`config.mk`:
```
export PLATFORM = sky130hd
export DESIGN_NAME = ecap_list_walker
export DESIGN_NICKNAME = d
export VERILOG_FILES = /design/src/rtl/ecap_pkg.sv /design/src/rtl/ecap_ptr_check.sv /design/src/rtl/ecap_step_limit.sv /design/src/rtl/ecap_mask_fill.sv /design/src/rtl/ecap_list_walker.sv
export SDC_FILE = /design/constraint.sdc
export NUM_CORES = 1
export LEC_CHECK = 0
export ABC_AREA = 1
export BUFFER_PORTS_ARGS = -buffer_cell sky130_fd_sc_hd__clkbuf_2
export CAP_MARGIN = 30
export CORE_MARGIN = 5
export CORE_UTILIZATION = 38
export DETAILED_ROUTE_END_ITERATION = 7
export PLACE_DENSITY = 0.57
export SYNTH_ARGS = -nofsm -noshare
export SYNTH_HDL_FRONTEND = slang
export SYNTH_SLANG_ARGS = --single-unit
```
`constraint.sdc`:
```
create_clock -name clk -period 2.1 [get_ports clk]
set_clock_uncertainty 0.1 [all_clocks]
set_input_delay 0.315 -clock clk [delete_from_list [all_inputs] [get_ports clk]]
set_output_delay 0.315 -clock clk [all_outputs]
set_load 0.005 [all_outputs]
```
`src/rtl/ecap_pkg.sv`:
```
// Shared types for the extended capability list walker.
// Assumes a 4 KB configuration space and 32-bit header words.
package ecap_pkg;
    localparam int unsigned CFG_BYTES = 4096;
    localparam int unsigned OFF_W     = $clog2(CFG_BYTES);
    localparam int unsigned SIZE_W    = OFF_W + 1;
    localparam int unsigned WADDR_W   = OFF_W - 2;

    // Header word: link in the top bits, then version, then identifier.
    typedef struct packed {
        logic [OFF_W-1:0] nxt;
        logic [3:0]       ver;
        logic [15:0]      id;
    } ecap_hdr_t;

    typedef enum logic [1:0] {
        ERR_NONE  = 2'd0,
        ERR_ARGS  = 2'd1,
        ERR_PTR   = 2'd2,
        ERR_STEPS = 2'd3
    } ecap_err_e;

    typedef enum logic [2:0] {
        ST_IDLE,
        ST_RD,
        ST_EVAL,
        ST_LINK,
        ST_HDR,
        ST_FILL
    } ecap_state_e;
endpackage

```
`src/rtl/ecap_ptr_check.sv`:
```
// Decides whether a header pointer may be visited.
// Legal pointers lie in [BASE, SPACE-HDR_BYTES] and are word aligned.
// Purely combinational; assumes BASE and SPACE fit in OFF_W+1 bits.
module ecap_ptr_check #(
    parameter int unsigned OFF_W     = 12,
    parameter int unsigned BASE      = 256,
    parameter int unsigned SPACE     = 4096,
    parameter int unsigned HDR_BYTES = 8
) (
    input  logic [OFF_W-1:0] ptr,
    output logic             legal
);
    localparam logic [OFF_W:0] LO = (OFF_W+1)'(BASE);
    localparam logic [OFF_W:0] HI = (OFF_W+1)'(SPACE - HDR_BYTES);

    // Window and alignment test on the pointer.
    always_comb begin
        legal = ({1'b0, ptr} >= LO) && ({1'b0, ptr} <= HI) && (ptr[1:0] == 2'b00);
    end
endmodule

```
`src/rtl/ecap_step_limit.sv`:
```
// Counts header reads of one command and flags when the budget is used.
// Assumes the owner never requests a step while at_limit is high.
module ecap_step_limit #(
    parameter int unsigned MAX_STEPS = 1024
) (
    input  logic clk,
    input  logic rst_n,
    input  logic clr,
    input  logic inc,
    output logic at_limit
);
    localparam int unsigned CNT_W = $clog2(MAX_STEPS + 1);
    localparam logic [CNT_W-1:0] LIMIT = CNT_W'(MAX_STEPS);

    logic [CNT_W-1:0] cnt;

    // Step counter, cleared at each new command.
    always_ff @(posedge clk) begin
        if (!rst_n || clr) begin
            cnt <= '0;
        end else if (inc) begin
            cnt <= cnt + 1'b1;
        end
    end

    // Budget reached flag.
    always_comb begin
        at_limit = (cnt == LIMIT);
    end


    step_cap_chk: assert property (@(posedge clk) disable iff (!rst_n)
        cnt <= LIMIT);


    step_over_chk: assert property (@(posedge clk) disable iff (!rst_n)
        inc |-> !at_limit);
endmodule

```
`src/rtl/ecap_mask_fill.sv`:
```
// Sweeps a byte range through the mask RAM port, one byte per cycle.
// A start pulse loads base and length; length must be nonzero and the
// sweep must be idle when start arrives.
module ecap_mask_fill #(
    parameter int unsigned OFF_W = 12,
    parameter int unsigned LEN_W = 13
) (
    input  logic             clk,
    input  logic             rst_n,
    input  logic             start,
    input  logic [OFF_W-1:0] base,
    input  logic [LEN_W-1:0] len,
    output logic             we,
    output logic [OFF_W-1:0] addr,
    output logic             last
);
    logic [LEN_W-1:0] remain;
    logic [OFF_W-1:0] ptr;

    // Byte pointer and remaining count.
    always_ff @(posedge clk) begin
        if (!rst_n) begin
            remain <= '0;
            ptr    <= '0;
        end else if (start) begin
            remain <= len;
            ptr    <= base;
        end else if (remain != '0) begin
            remain <= remain - 1'b1;
            ptr    <= ptr + 1'b1;
        end
    end

    // Port drive from sweep state.
    always_comb begin
        we   = (remain != '0);
        addr = ptr;
        last = (remain == LEN_W'(1));
    end


    fill_start_chk: assert property (@(posedge clk) disable iff (!rst_n)
        $rose(we) |-> $past(start));


    fill_idle_start_chk: assert property (@(posedge clk) disable iff (!rst_n)
        start |-> !we);
endmodule

```
`src/rtl/ecap_list_walker.sv`:
```
// Extended capability chain engine: find by identifier, or append and
// initialise a new capability. Reads the configuration RAM through a
// synchronous port with one cycle of read latency; writes whole words.
// Assumes callers keep capabilities from overlapping.
module ecap_list_walker
    import ecap_pkg::*;
#(
    parameter int unsigned MAX_STEPS = 1024,
    parameter int unsigned LIST_BASE = 256,
    parameter int unsigned MIN_SIZE  = 8
) (
    input  logic               clk,
    input  logic               rst_n,
    input  logic               cmd_valid,
    input  logic               cmd_add,
    input  logic [15:0]        cmd_id,
    input  logic [3:0]         cmd_ver,
    input  logic [OFF_W-1:0]   cmd_off,
    input  logic [SIZE_W-1:0]  cmd_size,
    output logic               busy,
    output logic               done,
    output logic [1:0]         err_code,
    output logic [OFF_W-1:0]   res_off,
    output logic [OFF_W-1:0]   res_prev,
    output logic               cfg_rd,
    output logic               cfg_wr,
    output logic [WADDR_W-1:0] cfg_addr,
    output logic [31:0]        cfg_wdata,
    input  logic [31:0]        cfg_rdata,
    output logic               msk_we,
    output logic [OFF_W-1:0]   msk_addr,
    output logic [7:0]         msk_wr_val,
    output logic [7:0]         msk_w1c_val,
    output logic [7:0]         msk_chk_val
);
    localparam logic [OFF_W-1:0]  BASE_OFF = OFF_W'(LIST_BASE);
    localparam logic [SIZE_W-1:0] SZ_MIN   = SIZE_W'(MIN_SIZE);
    localparam logic [SIZE_W:0]   SZ_SPACE = (SIZE_W+1)'(CFG_BYTES);

    ecap_state_e        state;
    logic               op_add_q;
    logic [15:0]        id_q;
    logic [3:0]         ver_q;
    logic [OFF_W-1:0]   off_q;
    logic [SIZE_W-1:0]  size_q;
    logic [OFF_W-1:0]   cur;
    logic [OFF_W-1:0]   prev;
    logic               first;
    logic [19:0]        tail_low;
    logic [OFF_W-1:0]   link_next;
    logic [OFF_W-1:0]   res_off_q;
    logic [OFF_W-1:0]   res_prev_q;
    ecap_err_e          err_q;
    logic               done_q;

    logic               args_ok;
    logic [SIZE_W:0]    end_sum;
    logic               ptr_ok;
    logic               at_limit;
    logic               accept;
    logic               fill_last;
    ecap_hdr_t          hdr;

    ecap_ptr_check #(
        .OFF_W(OFF_W), .BASE(LIST_BASE), .SPACE(CFG_BYTES), .HDR_BYTES(8)
    ) u_ptr (
        .ptr(cur), .legal(ptr_ok)
    );

    ecap_step_limit #(.MAX_STEPS(MAX_STEPS)) u_steps (
        .clk(clk), .rst_n(rst_n), .clr(accept), .inc(cfg_rd), .at_limit(at_limit)
    );

    ecap_mask_fill #(.OFF_W(OFF_W), .LEN_W(SIZE_W)) u_fill (
        .clk(clk), .rst_n(rst_n), .start(state == ST_HDR),
        .base(off_q), .len(size_q),
        .we(msk_we), .addr(msk_addr), .last(fill_last)
    );

    // Argument legality of an incoming add.
    always_comb begin
        end_sum = {2'b00, cmd_off} + {1'b0, cmd_size};
        args_ok = (cmd_off >= BASE_OFF) && (cmd_off[1:0] == 2'b00) &&
                  (cmd_size >= SZ_MIN) && (end_sum <= SZ_SPACE);
        accept  = (state == ST_IDLE) && cmd_valid;
        hdr     = ecap_hdr_t'(cfg_rdata);
    end

    // Command sequencing: walk, link, header write and mask sweep.
    always_ff @(posedge clk) begin
        if (!rst_n) begin
            state      <= ST_IDLE;
            op_add_q   <= 1'b0;
            id_q       <= '0;
            ver_q      <= '0;
            off_q      <= '0;
            size_q     <= '0;
            cur        <= '0;
            prev       <= '0;
            first      <= 1'b0;
            tail_low   <= '0;
            link_next  <= '0;
            res_off_q  <= '0;
            res_prev_q <= '0;
            err_q      <= ERR_NONE;
            done_q     <= 1'b0;
        end else begin
            done_q <= 1'b0;
            unique case (state)
                ST_IDLE: begin
                    if (cmd_valid) begin
                        op_add_q   <= cmd_add;
                        id_q       <= cmd_id;
                        ver_q      <= cmd_ver;
                        off_q      <= cmd_off;
                        size_q     <= cmd_size;
                        cur        <= BASE_OFF;
                        prev       <= '0;
                        first      <= 1'b1;
                        res_off_q  <= '0;
                        res_prev_q <= '0;
                        if (cmd_add && !args_ok) begin
                            err_q  <= ERR_ARGS;
                            done_q <= 1'b1;
                        end else begin
                            err_q <= ERR_NONE;
                            state <= ST_RD;
                        end
                    end
                end
                ST_RD: begin
                    if (!ptr_ok) begin
                        err_q  <= ERR_PTR;
                        done_q <= 1'b1;
                        state  <= ST_IDLE;
                    end else if (at_limit) begin
                        err_q  <= ERR_STEPS;
                        done_q <= 1'b1;
                        state  <= ST_IDLE;
                    end else begin
                        state <= ST_EVAL;
                    end
                end
                ST_EVAL: begin
                    if (first && (cfg_rdata == 32'h0)) begin
                        if (!op_add_q) begin
                            done_q <= 1'b1;
                            state  <= ST_IDLE;
                        end else if (off_q == BASE_OFF) begin
                            link_next <= '0;
                            res_off_q <= off_q;
                            state     <= ST_HDR;
                        end else begin
                            err_q  <= ERR_ARGS;
                            done_q <= 1'b1;
                            state  <= ST_IDLE;
                        end
                    end else if (op_add_q && first && (off_q == BASE_OFF)) begin
                        link_next <= hdr.nxt;
                        res_off_q <= off_q;
                        state     <= ST_HDR;
                    end else if (!op_add_q && (hdr.id == id_q)) begin
                        res_off_q  <= cur;
                        res_prev_q <= prev;
                        done_q     <= 1'b1;
                        state      <= ST_IDLE;
                    end else if (hdr.nxt == '0) begin
                        if (!op_add_q) begin
                            res_prev_q <= cur;
                            done_q     <= 1'b1;
                            state      <= ST_IDLE;
                        end else begin
                            tail_low   <= cfg_rdata[19:0];
                            link_next  <= '0;
                            res_off_q  <= off_q;
                            res_prev_q <= cur;
                            state      <= ST_LINK;
                        end
                    end else begin
                        prev  <= cur;
                        cur   <= hdr.nxt;
                        first <= 1'b0;
                        state <= ST_RD;
                    end
                end
                ST_LINK: state <= ST_HDR;
                ST_HDR:  state <= ST_FILL;
                ST_FILL: begin
                    if (fill_last) begin
                        done_q <= 1'b1;
                        state  <= ST_IDLE;
                    end
                end
                default: state <= ST_IDLE;
            endcase
        end
    end

    // Port drive for the RAMs and the command result.
    always_comb begin
        busy        = (state != ST_IDLE);
        done        = done_q;
        err_code    = err_q;
        res_off     = res_off_q;
        res_prev    = res_prev_q;
        cfg_rd      = (state == ST_RD) && ptr_ok && !at_limit;
        cfg_wr      = (state == ST_LINK) || (state == ST_HDR);
        cfg_addr    = (state == ST_HDR) ? off_q[OFF_W-1:2] : cur[OFF_W-1:2];
        cfg_wdata   = (state == ST_LINK) ? {off_q, tail_low}
                                         : {link_next, ver_q, id_q};
        msk_wr_val  = 8'h00;
        msk_w1c_val = 8'h00;
        msk_chk_val = 8'hFF;
    end


    strobe_excl_chk: assert property (@(posedge clk) disable iff (!rst_n)
        $onehot0({cfg_rd, cfg_wr, msk_we}));


    done_idle_chk: assert property (@(posedge clk) disable iff (!rst_n)
        done |-> !busy);


    cmd_hold_chk: assert property (@(posedge clk) disable iff (!rst_n)
        (busy && cmd_valid) |=> $stable({op_add_q, id_q, off_q, size_q}));


    mask_window_chk: assert property (@(posedge clk) disable iff (!rst_n)
        msk_we |-> (msk_addr >= off_q) &&
                   ({2'b00, msk_addr} < ({2'b00, off_q} + {1'b0, size_q})));


    write_chain_chk: assert property (@(posedge clk) disable iff (!rst_n)
        cfg_wr |=> (cfg_wr || msk_we));


    link_keep_chk: assert property (@(posedge clk) disable iff (!rst_n)
        (state == ST_LINK) |-> (cfg_wdata[19:0] == $past(cfg_rdata[19:0])));


    base_next_keep_chk: assert property (@(posedge clk) disable iff (!rst_n)
        (state == ST_HDR && off_q == BASE_OFF) |->
            (cfg_wdata[31:20] == $past(cfg_rdata[31:20])));
endmodule

```
==> impl_metrics.csv, run 1 <==
group,metric,value,unit
status,status,"complete, but fails checks",
status,violations,"setup timing",
critical_path,crit_type,"register to register",
route,routed.top_layer,"met5",
power,p_switching,3.54,mW
clocking,clock_path_buffers,2,
timing,max_slew_margin,62.8,%
power,seq_power_share,35.6,%
yosys,ys_seq_elements,169,
power,power,10.5,mW
critical_path,worst-path-stages,12,
clocking,cts_tree,"done",
clocking,worstSkewPairLatency,0.43,ns
finish,final_common_cell,"nand2_1",
power,power_frac_clock,33.9,%
route,ant_nets,0,
finish,final_cells,1995,
yosys,synth_xor_area_share,2.60,%
yosys,async_flop_share,0,%
yosys,ys_seq_area_share,37.2,%
power,swShare,33.7,%
placed_design,gp_congestion,0.903,
placed_design,postPlaceCellArea,11100,µm²
die,die_width,165,µm
route,routed_wl,32900,µm
timing,min_period,2.19,ns
yosys,synth-edff-count,0,
power,p_int,6.95,mW
grt,grt_remaining_overflow,0,
finish,syn2layout_area_growth,50.9,%
placed_design,placedCellCount,1913,
critical_path,cp.required,2.36,ns
route,drc_errors,0,
die,io_pins,190,
die,start_util,38.7,%
finish,stdcell_area,13700,µm²
hold_path,hp-class,"input pin to register",
yosys,ys_types,51,
critical_path,cp_top_family,"simple AND/OR/NAND/NOR gates",
critical_path,cp_num_buf_inv,2,
yosys,netlist_area,9100,µm²
critical_path,path_cells,"or2_0 -> a21oi_1 -> nand3_2 -> nor3_4 -> nand3_2 -> buf_6 -> nor2_8 -> a21oi_4 -> nand2_4 -> buf_6 -> o21ai_1 -> nor2_1",
timing,setup-violations-final,92,
yosys,synth_top_family_by_area,"simple AND/OR/NAND/NOR gates",
die,std_cell_rows,56,
power,peakVddDrop,0.000447,V
run,max_cap_viol_count,0,
grt,grt_pass1_wl,46700,µm
yosys,synthAdderAreaFrac,2.56,%
route,first_pass_iters,5,
yosys,syn_area_per_cell,6.72,µm²
clocking,cts_max_level,4,
die,coreArea,23500,µm²
grt,grt_max_degree,45,
critical_path,arrival,2.45,ns
timing,setup_ws,-0.0901,ns
finish,antenna_cells,0,
clocking,cts-root-buf,"clkbuf_16",
timing,fin_crit_sh,104,%
route,via_count,10000,
die,die_area,27100,µm²
yosys,ys_warn_count,0,
timing,worst_pin_slew,0.558,ns
grt,antenna_found_initial,1,
critical_path,startpoint_type,"register",
die,die_h,165,µm
power,leakagePower,6.26,nW
route,dr_wl_met2,15500,µm
placed_design,hpwl,22000,µm
route,vias_per_cell,5.04,
power,power_density,764,nW/µm²
timing,finalHoldViolations,0,
clocking,cts_buffers,17,
yosys,yosys.area_share.simple,26.3,%
timing,fmax,457,MHz
yosys,synth-compound-area-share,18.7,%
finish,nFillCells,2190,
yosys,netlist_instances,1354,
power,pwr-share-comb,30.5,%
grt,grt_usage,21.5,%
timing,setup_tns,-3.14,ns
finish,mostFrequentLayoutCells,"nand2_1, dfxtp_1, nor2_1",
finish,drive_gt1_share,38.4,%
critical_path,ff2ff_path_depth,12,
route,wl_per_cell,16.5,µm
critical_path,critPathMaxFanout,6,
critical_path,endpoint_kind,"register",
critical_path,cpMaxStageDelayCell,"dfxtp_2",
clocking,holdBufCountCts,0,
timing,rsz0062_at_grt,"yes",
hold_path,min_path_cells,3,
route,met1_length,14400,µm
finish,num-nets-final,1762,
grt,grt_pass1_vias,9201,
placed_design,port_buffers,165,
finish,utilization,58.3,%
route,wl_met3,2180,µm
critical_path,max_stage_delay,0.32,ns
clocking,clk_transition_reported_paths,0.07,ns
route,drtIter0Drc,588,
timing,slew_viol_final,0,
clocking,cts_num_sinks,169,
yosys,synthFlopType,"dfxtp_1",
yosys,synth_mux_area_share,0.110,%
## final timing paths
path              slack [ns]      start      endpoint
setup / recovery       -0.09   id_q[13]  link_next[9]
hold / removal          0.06  cmd_id[4]       id_q[4]
hold reg to reg         0.35   ver_q[2]      ver_q[2]
setup reg to reg       -0.09   id_q[13]  link_next[9]
## layer usage
metal | up-vias | GRT usage (%)
met5 | - | 0
met1 | 4655 | 29.5
met3 | 65 | 4.04
met4 | 2 | 6.39
met2 | 360 | 34.5
li1 | 4963 | -
## sequential cells by signal (all words and copies together), names as in the netlist, 2 cells and up
signal / cells
id_q: 16
u_fill.addr: 12
cur: 12
res_off: 12
tail_low: 20
ver_q: 4
u_fill.remain: 13
size_q: 13
state: 3
err_code: 2
prev: 12
res_prev: 12
u_steps.cnt: 11
off_q: 12
link_next: 12
## area by class of cell
type,instances,area [µm²],share of cell area [%]
clock buffer,17,425,3.10
clock inverter,15,226,1.65
inverter,173,703,5.12
multi-input combinational,950,5790,42.2
sequential,169,3410,24.8
tap,319,399,2.91
timing repair buffer,352,2780,20.2
## power groups by stage
stage | Sequential, mW | Clock [mW] | Combinational, mW
6_report | 3.73 | 3.56 | 3.20
3_5_place_dp | 3.78 | 0 | 2.59
3_3_place_gp | 3.78 | 0 | 2.57
2_1_floorplan | 3.75 | 0 | 1.62
5_1_grt | 3.76 | 3.74 | 3.56
4_1_cts | 3.71 | 3.61 | 2.73
## worst min-delay path, stage by stage
cell      delay (ns)
clkbuf_2        0.07
o21ai_0         0.07
a21oi_1         0.10
## cells by family (layout without fill, tap and decap cells)
family / Yosys count / in the layout
AND/OR/NAND/NOR: 556 / 556
AO/OA/AOI/OAI: 324 / 324
buffers and inverters: 257 / 557
flip-flops: 169 / 169
XOR/XNOR: 27 / 27
adder cells (fa/ha/maj): 18 / 18
other: 2 / 24
multiplexers: 1 / 1
## through the flow
stage	setup WS, ns	hold slack [ns]
floorplan	-0.0863	0.324
global placement	-0.390	0.332
detailed placement	-0.427	0.337
CTS	-0.0929	0.0282
global route	-0.224	0.0468
finish	-0.0901	0.0555
## synth_stat cells, types with 2 or more instances
cell type | number | area, µm²
nand2_1 | 265 | 995
dfxtp_1 | 169 | 3380
nor2_1 | 166 | 623
a21oi_1 | 161 | 806
inv_1 | 158 | 593
o21ai_0 | 119 | 596
nand3_1 | 46 | 230
clkbuf_1 | 39 | 146
buf_4 | 28 | 210
nand4_1 | 18 | 113
nor3_1 | 18 | 90.1
ha_1 | 17 | 213
xnor2_1 | 15 | 131
o21ai_1 | 14 | 70.1
inv_2 | 12 | 45.0
xor2_1 | 12 | 105
nor4_1 | 10 | 62.6
a31oi_1 | 9 | 56.3
buf_2 | 8 | 40.0
o21bai_1 | 7 | 52.6
or2_2 | 7 | 43.8
a22oi_1 | 6 | 45.0
buf_6 | 6 | 67.6
nand2_2 | 4 | 25.0
nor2_2 | 4 | 25.0
nand3_2 | 3 | 30.0
nand3b_1 | 3 | 22.5
nor3_2 | 3 | 30.0
buf_1 | 2 | 7.51
clkinv_1 | 2 | 7.51
conb_1 | 2 | 7.51
o211ai_1 | 2 | 15.0
## timing repair
action,4_1_cts,5_1_grt
setup endpoints to repair,128,159
gates resized for setup,132,317
gates cloned,3,18
pin swaps,19,47
buffers inserted,17,16
hold endpoints to repair,0,0
Power figures use the tool's default switching activity.
==> run 2, diff against run 1 <==
- SETUP_SLACK_MARGIN: not set -> 0.3
==> impl_metrics.csv, run 2 (synthesis gave the netlist of run 1 again) <==
group,metric,value,unit
status,status,"complete, but fails checks",
status,violations,"setup timing",
finish,final_common_cell,"nand2_1",
route,met1_length,15500,µm
timing,fmax,443,MHz
grt,grt_usage,24.5,%
critical_path,max_stage_delay,0.38,ns
critical_path,endpoint_kind,"output pin",
power,p_switching,3.99,mW
clocking,clk_transition_reported_paths,0.08,ns
route,drtIter0Drc,662,
critical_path,cp_top_family,"buffers and inverters",
clocking,cts_max_level,4,
route,ant_nets,0,
route,drc_errors,0,
finish,final_cells,2066,
run,max_cap_viol_count,0,
route,routed.top_layer,"met4",
timing,worst_pin_slew,0.669,ns
power,power_density,726,nW/µm²
clocking,worstSkewPairLatency,0.45,ns
power,leakagePower,6.77,nW
route,wl_met3,1840,µm
timing,min_period,2.26,ns
critical_path,critPathMaxFanout,8,
finish,largest-register,"tail_low",
timing,slew_viol_final,0,
critical_path,cp_num_buf_inv,4,
power,pwr-share-comb,37.5,%
critical_path,arrival,1.84,ns
hold_path,hp-class,"input pin to register",
finish,multi_input_area,6370,µm²
timing,max_slew_margin,55.4,%
placed_design,port_buffers,165,
timing,fin_crit_sh,108,%
grt,grt_remaining_overflow,0,
die,coreArea,23500,µm²
clocking,clock_path_buffers,2,
route,first_pass_iters,7,
power,peakVddDrop,0.000429,V
die,die_width,165,µm
finish,reg_top3,"tail_low x20, id_q x16",
clocking,cts_tree,"done",
timing,setup-violations-final,118,
clocking,cts_buffers,17,
critical_path,cpMaxStageDelayCell,"dfxtp_4",
timing,setup_ws,-0.158,ns
route,routed_wl,35600,µm
power,seq_power_share,34.4,%
grt,grt_max_degree,42,
placed_design,hpwl,22300,µm
die,start_util,38.7,%
power,swShare,36.3,%
critical_path,cp.required,1.68,ns
die,io_pins,190,
route,wl_per_cell,17.2,µm
grt,antenna_found_initial,0,
finish,utilization,64.3,%
grt,grt_pass1_vias,10000,
critical_path,crit_type,"register to output pin",
placed_design,dpl_worst_slack,-0.447,ns
route,via_count,10500,
timing,rsz0062_at_grt,"yes",
die,std_cell_rows,56,
critical_path,startpoint_type,"register",
timing,finalHoldViolations,0,
critical_path,cp_common_cell,"nor2_4",
route,dr_wl_met2,17200,µm
power,power,11.0,mW
power,power_frac_clock,28.1,%
die,die_area,27100,µm²
finish,antenna_cells,0,
finish,drive_gt1_share,47.7,%
clocking,holdBufCountCts,0,
finish,syn2layout_area_growth,66.3,%
clocking,cts_num_sinks,169,
finish,nFillCells,1989,
finish,largest_reg_flops,20,
finish,num-nets-final,1833,
clocking,cts-root-buf,"clkbuf_16",
route,vias_per_cell,5.06,
critical_path,path_cells,"nor2_4 -> inv_2 -> nor2_4 -> clkinvlp_4 -> buf_12 -> nor2_4 -> o21bai_4 -> buf_2",
finish,mostFrequentLayoutCells,"nand2_1, buf_4, dfxtp_1",
die,die_h,165,µm
power,p_int,7.00,mW
finish,seqCellArea,3420,µm²
placed_design,gp_congestion,0.924,
placed_design,placedCellCount,1916,
grt,grt_pass1_wl,52500,µm
[run 2: stage by stage]
stage	hold WS, ns	cell area, µm²	setup TNS [ns]
after global placement	0.331	11200	-14.83
after global routing	0.0275	15100	-19.10
after floorplan	0.324	9300	-0.0863
final	0.0173	15100	-6.70
after detailed placement	0.335	11200	-14.04
after CTS	0.00304	13900	-2.88
[run 2: worst paths after layout]
| kind | from | end | slack (ns) | depth (start not counted) |
|---|---|---|---|---|
| worst max-delay path | state[1] | cfg_addr[6] | -0.16 | 8 |
| worst min-delay path | cmd_size[0] | size_q[0] | 0.02 | 3 |
| worst max register to register | id_q[13] | cur[11] | -0.11 | 13 |
| worst min register to register | tail_low[11] | tail_low[11] | 0.35 | 2 |
[run 2: power by group through the flow]
stage,clock network (mW),registers (mW),logic (mW)
2_1_floorplan,0,3.75,1.66
3_3_place_gp,0,3.79,2.58
3_5_place_dp,0,3.80,2.60
4_1_cts,3.11,3.75,3.47
5_1_grt,3.26,3.80,4.47
6_report,3.09,3.78,4.12
[run 2: area by class of cell]
cell class	instances	area share, %
Sequential cell	169	22.6
Inverter	173	4.78
Clock inverter	13	0.818
Multi-Input combinational cell	950	42.1
Tap cell	319	2.64
Timing Repair inverter	5	0.397
Timing Repair Buffer	418	23.8
Clock buffer	19	2.86
[run 2: tightest hold or removal path, cell delays in order]
cell and delay (ns):
buf_6 0.08, nor2_1 0.05, nor2_1 0.09
[run 2: metal layers]
| layer | up-vias | global-route usage [%] |
|---|---|---|
| li1 | 5122 | - |
| met1 | 4937 | 31.8 |
| met2 | 321 | 41.6 |
| met3 | 78 | 4.17 |
| met4 | 0 | 7.71 |
| met5 | - | 0 |
[run 2: what timing repair did]
| action | CTS | global route |
|---|---|---|
| buffers inserted | 69 | 25 |
| endpoints found under the setup margin | 197 | 202 |
| endpoints found under the hold margin | 0 | 0 |
| resized for setup | 373 | 266 |
| cloned | 19 | 5 |
| pin swaps | 84 | 74 |
